<file path="src/rtl/chansel_pkg.sv">
package chansel_pkg;

  typedef enum logic [2:0] {
    ST_IDLE  = 3'd0,
    ST_ADDR  = 3'd1,
    ST_ACK   = 3'd2,
    ST_WDATA = 3'd3,
    ST_RDATA = 3'd4,
    ST_RACK  = 3'd5
  } tgt_state_t;

endpackage

</file>
<file path="src/rtl/chansel_line_sync.sv">
module chansel_line_sync #(
  parameter int STAGES = 2
) (
  input  logic clk,
  input  logic rst,
  input  logic scl_i,
  input  logic sda_i,
  output logic scl_s,
  output logic sda_s,
  output logic scl_rise,
  output logic scl_fall,
  output logic start_det,
  output logic stop_det
);

  logic [STAGES-1:0] scl_chain;
  logic [STAGES-1:0] sda_chain;
  logic              scl_q;
  logic              sda_q;

  genvar g;
  generate
    for (g = 0; g < STAGES; g++) begin : g_stage
      if (g == 0) begin : g_first
        always_ff @(posedge clk) begin
          if (rst) begin
            scl_chain[0] <= 1'b1;
            sda_chain[0] <= 1'b1;
          end else begin
            scl_chain[0] <= scl_i;
            sda_chain[0] <= sda_i;
          end
        end
      end else begin : g_next
        always_ff @(posedge clk) begin
          if (rst) begin
            scl_chain[g] <= 1'b1;
            sda_chain[g] <= 1'b1;
          end else begin
            scl_chain[g] <= scl_chain[g-1];
            sda_chain[g] <= sda_chain[g-1];
          end
        end
      end
    end
  endgenerate

  always_ff @(posedge clk) begin
    if (rst) begin
      scl_q <= 1'b1;
      sda_q <= 1'b1;
    end else begin
      scl_q <= scl_chain[STAGES-1];
      sda_q <= sda_chain[STAGES-1];
    end
  end

  assign scl_s     = scl_chain[STAGES-1];
  assign sda_s     = sda_chain[STAGES-1];
  assign scl_rise  = scl_s & ~scl_q;
  assign scl_fall  = ~scl_s & scl_q;
  assign start_det = scl_s & scl_q & sda_q & ~sda_s;
  assign stop_det  = scl_s & scl_q & ~sda_q & sda_s;

endmodule

</file>
<file path="src/rtl/chansel_bit_engine.sv">
module chansel_bit_engine
  import chansel_pkg::*;
#(
  parameter int         BYTE_W    = 8,
  parameter int         STRAP_W   = 2,
  parameter int         WR_W      = 4,
  parameter logic [6:0] ADDR_BASE = 7'h70
) (
  input  logic               clk,
  input  logic               rst,
  input  logic               sda_s,
  input  logic               scl_rise,
  input  logic               scl_fall,
  input  logic               start_det,
  input  logic               stop_det,
  input  logic [STRAP_W-1:0] addr_strap,
  input  logic [BYTE_W-1:0]  rd_byte,
  output logic               sda_low,
  output logic               wr_stb,
  output logic [WR_W-1:0]    wr_data,
  output logic               idle
);

  localparam int CNT_W = $clog2(BYTE_W + 1);
  localparam logic [CNT_W-1:0] LAST_BIT = CNT_W'(BYTE_W);
  localparam logic [CNT_W-1:0] ONE      = CNT_W'(1);

  tgt_state_t        state_q;
  logic [CNT_W-1:0]  bit_cnt_q;
  logic [BYTE_W-1:0] shreg_q;
  logic [BYTE_W-1:0] tx_q;
  logic              rw_q;
  logic              sda_low_q;
  logic              wr_stb_q;
  logic              addr_hit;

  assign addr_hit = (shreg_q[BYTE_W-1:1] == {ADDR_BASE[6:STRAP_W], addr_strap});

  always_ff @(posedge clk) begin
    if (rst) begin
      state_q   <= ST_IDLE;
      bit_cnt_q <= '0;
      shreg_q   <= '0;
      tx_q      <= '0;
      rw_q      <= 1'b0;
      sda_low_q <= 1'b0;
      wr_stb_q  <= 1'b0;
    end else begin
      wr_stb_q <= 1'b0;
      if (start_det) begin
        state_q   <= ST_ADDR;
        bit_cnt_q <= '0;
        sda_low_q <= 1'b0;
      end else if (stop_det) begin
        state_q   <= ST_IDLE;
        sda_low_q <= 1'b0;
      end else begin
        case (state_q)
          ST_ADDR, ST_WDATA: begin
            if (scl_rise && bit_cnt_q != LAST_BIT) begin
              shreg_q   <= {shreg_q[BYTE_W-2:0], sda_s};
              bit_cnt_q <= bit_cnt_q + ONE;
            end else if (scl_fall && bit_cnt_q == LAST_BIT) begin
              if (state_q == ST_ADDR) begin
                if (addr_hit) begin
                  sda_low_q <= 1'b1;
                  rw_q      <= shreg_q[0];
                  state_q   <= ST_ACK;
                end else begin
                  state_q <= ST_IDLE;
                end
              end else begin
                wr_stb_q  <= 1'b1;
                sda_low_q <= 1'b1;
                state_q   <= ST_ACK;
              end
            end
          end
          ST_ACK: begin
            if (scl_fall) begin
              if (rw_q) begin
                tx_q      <= rd_byte;
                sda_low_q <= ~rd_byte[BYTE_W-1];
                bit_cnt_q <= ONE;
                state_q   <= ST_RDATA;
              end else begin
                sda_low_q <= 1'b0;
                bit_cnt_q <= '0;
                state_q   <= ST_WDATA;
              end
            end
          end
          ST_RDATA: begin
            if (scl_fall) begin
              if (bit_cnt_q == LAST_BIT) begin
                sda_low_q <= 1'b0;
                state_q   <= ST_RACK;
              end else begin
                sda_low_q <= ~tx_q[BYTE_W-2];
                tx_q      <= {tx_q[BYTE_W-2:0], 1'b0};
                bit_cnt_q <= bit_cnt_q + ONE;
              end
            end
          end
          ST_RACK: begin
            if (scl_rise && sda_s) begin
              state_q <= ST_IDLE;
            end else if (scl_fall) begin
              tx_q      <= rd_byte;
              sda_low_q <= ~rd_byte[BYTE_W-1];
              bit_cnt_q <= ONE;
              state_q   <= ST_RDATA;
            end
          end
          default: ;
        endcase
      end
    end
  end

  assign sda_low = sda_low_q;
  assign wr_stb  = wr_stb_q;
  assign wr_data = shreg_q[WR_W-1:0];
  assign idle    = (state_q == ST_IDLE);

endmodule

</file>
<file path="src/rtl/chansel_ctrl_reg.sv">
module chansel_ctrl_reg #(
  parameter int BYTE_W   = 8,
  parameter int NUM_CHAN = 2,
  parameter int STORE_W  = 4
) (
  input  logic                clk,
  input  logic                rst,
  input  logic                wr_stb,
  input  logic [STORE_W-1:0]  wr_data,
  input  logic                stop_det,
  input  logic [NUM_CHAN-1:0] irq_n,
  output logic [BYTE_W-1:0]   rd_byte,
  output logic [NUM_CHAN-1:0] chan_en
);

  logic [STORE_W-1:0]  ctrl_q;
  logic [NUM_CHAN-1:0] chan_q;

  always_ff @(posedge clk) begin
    if (rst) begin
      ctrl_q <= '0;
      chan_q <= '0;
    end else begin
      if (wr_stb) begin
        ctrl_q <= wr_data;
      end
      if (stop_det) begin
        chan_q <= ctrl_q[NUM_CHAN-1:0];
      end
    end
  end

  always_comb begin
    rd_byte = '0;
    rd_byte[STORE_W-1:0] = ctrl_q;
    rd_byte[STORE_W +: NUM_CHAN] = ~irq_n;
  end

  assign chan_en = chan_q;

endmodule

</file>
<file path="src/rtl/chansel_i2c_target.sv">
module chansel_i2c_target #(
  parameter int         SYNC_STAGES = 2,
  parameter int         NUM_CHAN    = 2,
  parameter int         STRAP_W     = 2,
  parameter logic [6:0] ADDR_BASE   = 7'h70
) (
  input  logic                clk,
  input  logic                rst,
  input  logic                scl_i,
  input  logic                sda_i,
  input  logic [STRAP_W-1:0]  addr_strap,
  input  logic [NUM_CHAN-1:0] irq_n,
  output logic                sda_drive_low,
  output logic [NUM_CHAN-1:0] chan_en
);

  localparam int BYTE_W  = 8;
  localparam int STORE_W = 2 * NUM_CHAN;

  logic              scl_s;
  logic              sda_s;
  logic              scl_rise;
  logic              scl_fall;
  logic              start_det;
  logic              stop_det;
  logic              wr_stb;
  logic [STORE_W-1:0] wr_data;
  logic [BYTE_W-1:0] rd_byte;
  logic              eng_idle;

  chansel_line_sync #(
    .STAGES (SYNC_STAGES)
  ) u_sync (
    .clk       (clk),
    .rst       (rst),
    .scl_i     (scl_i),
    .sda_i     (sda_i),
    .scl_s     (scl_s),
    .sda_s     (sda_s),
    .scl_rise  (scl_rise),
    .scl_fall  (scl_fall),
    .start_det (start_det),
    .stop_det  (stop_det)
  );

  chansel_bit_engine #(
    .BYTE_W    (BYTE_W),
    .STRAP_W   (STRAP_W),
    .WR_W      (STORE_W),
    .ADDR_BASE (ADDR_BASE)
  ) u_eng (
    .clk        (clk),
    .rst        (rst),
    .sda_s      (sda_s),
    .scl_rise   (scl_rise),
    .scl_fall   (scl_fall),
    .start_det  (start_det),
    .stop_det   (stop_det),
    .addr_strap (addr_strap),
    .rd_byte    (rd_byte),
    .sda_low    (sda_drive_low),
    .wr_stb     (wr_stb),
    .wr_data    (wr_data),
    .idle       (eng_idle)
  );

  chansel_ctrl_reg #(
    .BYTE_W   (BYTE_W),
    .NUM_CHAN (NUM_CHAN),
    .STORE_W  (STORE_W)
  ) u_reg (
    .clk      (clk),
    .rst      (rst),
    .wr_stb   (wr_stb),
    .wr_data  (wr_data),
    .stop_det (stop_det),
    .irq_n    (irq_n),
    .rd_byte  (rd_byte),
    .chan_en  (chan_en)
  );

endmodule

</file>
<file path="config.mk">
export PLATFORM = sky130hd
export DESIGN_NAME = chansel_i2c_target
export DESIGN_NICKNAME = d
export VERILOG_FILES = /design/src/rtl/chansel_pkg.sv /design/src/rtl/chansel_line_sync.sv /design/src/rtl/chansel_bit_engine.sv /design/src/rtl/chansel_ctrl_reg.sv /design/src/rtl/chansel_i2c_target.sv
export SDC_FILE = /design/constraint.sdc
export NUM_CORES = 1
export LEC_CHECK = 0
export ABC_AREA = 1
export BUFFER_PORTS_ARGS = -buffer_cell sky130_fd_sc_hd__buf_4
export CAP_MARGIN = 5
export CELL_PAD_IN_SITES_DETAIL_PLACEMENT = 1
export CELL_PAD_IN_SITES_GLOBAL_PLACEMENT = 2
export CORE_MARGIN = 2
export CORE_UTILIZATION = 36
export DETAILED_ROUTE_END_ITERATION = 6
export GPL_TIMING_DRIVEN = 0
export PLACE_DENSITY_LB_ADDON = 0.1
export RECOVER_POWER = 100
export SETUP_SLACK_MARGIN = 0.4
export SYNTH_ARGS = -nofsm -noshare
export SYNTH_HDL_FRONTEND = slang
export SYNTH_SLANG_ARGS = --single-unit
</file>
<file path="constraint.sdc">
create_clock -name clk -period 4.07 [get_ports clk]
set_clock_uncertainty 0.1 [all_clocks]
set_input_delay 0.407 -clock clk [delete_from_list [all_inputs] [get_ports clk]]
set_output_delay 0.407 -clock clk [all_outputs]
set_load 0.02 [all_outputs]
</file>
==> out/metrics.cfg <==
[route]
firstDrtPassIters = 4
drc = 0
wl_per_cell_um = 12.3
wl_um = 4410
ant_nets = 0
vias = 1655
via_per_inst = 4.62
drtIter0Drc = 49

[synthesis]
yosysWarnings = 0
synthCells = 270
synth_most_common_cell = nand2_1
synthSimpleGateAreaFrac = 0.386
async_flop_share = 0
netlist.area_leader.share = 0.395
synth-seq-cells = 37
synthTopCellsByCount = 69 x nand2_1, 37 x dfxtp_1, 32 x inv_1, 31 x nor2_1, 18 x a21oi_1
dominantRegCellSynth = dfxtp_1
synth_edf_count = 0
avgSynthCellArea_um2 = 6.95
synth_xor_area_frac = 0.0140
synthAdderAreaFrac = 0.0133
synthesis.area_mm2 = 0.00188
synth_top_family_by_area = simple AND/OR/NAND/NOR gates
synthDistinctLibCells = 27
synth_compound_area_frac = 0.101
syn-num-nets = 280
muxShareOfSynthArea = 0
ys_seq_area_frac = 0.395
synthTopCellsByArea = dfxtp_1 39%, nand2_1 14%, inv_1 6.4%
synth_top_area_cell = dfxtp_1

[placement]
port_buffers = 10
gp_congestion = 0.787
dp_cells = 350
dp_slack_ns = 2.23
dp_hpwl_um = 3390

[timing]
drv_slew = 0
rsz0062_at_grt = no
tns_ns = 0
setup_viol = 0
fmax_ghz = 0.403
slew_headroom = 0.363
fin_crit_sh = 0.609
min_period_ns = 2.48
setup_ws_ns = 1.59
finalHoldViolations = 0
tightestPinTransition_ns = 0.948

[clock_tree]
cts_resized = 0
clock_sinks = 37
cts_made_buffers = 5
htreeDepth = 2
postCtsHoldBufs = 0
post-cts-setup-buffers = 0
cts_tree = built
clkLatencyLatePin_ns = 0.29
clockBufferDepth = 2
cts.clk_slew.worst_paths_ns = 0.09
root_buffer = clkbuf_8

[pwr]
p_seq_frac = 0.344
comb_power_share = 0.468
p_int_uw = 782
power_density_mw_per_mm2 = 700
max-vdd-ir-drop_mv = 0.257
clock_power_share = 0.188
p_switching_uw = 655
leakagePower_uw = 0.000897
switching_share = 0.456

[critical_path]
path_max_fanout = 10
cp.arrival_ns = 2.57
worstPathRequired_ns = 4.16
crit_type = reg -> reg
startpoint_type = flip-flop
critPathCaptureType = flip-flop

[global_route]
overflow = 0
grt_usage = 0.171
first_global_vias = 1646
grt_pass1_wl_um = 7960
grt_max_degree = 14
antenna_found_initial = 0

[run]
cap_violations = 0

[layout]
diodes = 0
nFillCells = 699
layout.cells.non_filler = 358
layout-drive-gt1-share = 0.153
nets = 297
area_growth_pct = 9.40

[floorplan]
die_h_um = 76.2
start_util = 0.370
die-area_mm2 = 0.00581
die_w_um = 76.2
io_pins = 11
coreArea_mm2 = 0.00507
fp-row-count = 26

[hold_path]
worst_hold_path_type = in -> reg

[outcome]
status = complete, no violations

[power by group through the flow]
stage / Sequential (uW) / Combinational [uW] / Clock (uW)
3_3_place_gp: 502 / 752 / 0
6_report: 495 / 672 / 270
4_1_cts: 498 / 764 / 278
3_5_place_dp: 506 / 759 / 0
5_1_grt: 505 / 794 / 297
2_1_floorplan: 494 / 611 / 0
[placed cells by master (no fill, tap or decap), types with 2 or more instances in the layout]
cell,instances
nand4_1,2
dfxtp_1,37
inv_1,33
buf_4,6
clkbuf_1,8
nor2_2,14
a21oi_1,18
nand2_1,70
nor3_1,4
ha_1,2
nand3_1,11
inv_2,2
clkbuf_8,5
nand2_2,5
nor2_1,35
or2_2,4
o21ai_0,19
xor2_1,2
[worst paths after layout]
kind / from / to / slack, ns / cells after the start
hold reg to reg: u_sync.sda_chain[0] / u_sync.sda_s / 0.31 / 1
setup / recovery: u_eng.bit_cnt_q[0] / u_eng.tx_q[0] / 1.59 / 11
hold / removal: sda_i / u_sync.sda_chain[0] / 0.19 / 2
setup reg to reg: u_eng.bit_cnt_q[0] / u_eng.tx_q[0] / 1.59 / 11
[cell type report]
cell class | count | area [um2] | share of cell area
Clock buffer | 5 | 68.8 | 0.0335
Tap cell | 70 | 87.6 | 0.0427
Multi-Input combinational cell | 193 | 923 | 0.450
Clock inverter | 3 | 21.3 | 0.0104
Sequential cell | 37 | 741 | 0.361
Timing Repair Buffer | 10 | 60.1 | 0.0293
Buffer | 5 | 20.0 | 0.00975
Inverter | 35 | 131 | 0.0640
[stage by stage]
stage | power [uW] | util | hold WS [ns] | area [um2]
after floorplan | 1110 | - | 0.289 | 1880
after global placement | 1250 | 0.402 | 0.291 | 2040
after detailed placement | 1270 | 0.402 | 0.295 | 2040
after CTS | 1540 | 0.420 | 0.183 | 2130
after global routing | 1600 | 0.405 | 0.187 | 2050
final | 1440 | 0.405 | 0.191 | 2050
[critical path: stages, from the launching register on]
cell      delay, ns
dfxtp_1        0.42
inv_1          0.07
ha_1           0.21
nand3_1        0.16
nor2_1         0.10
nor2_4         0.09
nand2_1        0.07
nor2_1         0.37
clkbuf_1       0.54
nand2_1        0.11
nand2_1        0.10
nor2_2         0.04
[routing by layer]
layer / GRT usage / part of all wire
met5: 0 / 0
met4: 0.0545 / 0.010
met3: 0.0320 / 0.024
met2: 0.272 / 0.44
met1: 0.233 / 0.52
[logic make-up after synthesis]
| kind of cell | Yosys count |
|---|---|
| compound gates | 38 |
| simple gates | 150 |
| buf+inv | 40 |
| xor+xnor | 3 |
| fa+ha+maj | 2 |
| flops | 37 |
[sequential cells by signal, indices dropped and copies added (netlist names), 2 cells and up]
name             cells
u_eng.state_q        3
u_reg.chan_en        2
u_eng.bit_cnt_q      4
u_eng.shreg_q        8
u_reg.ctrl_q         4
u_eng.tx_q           7
Power figures use the tool's default switching activity.
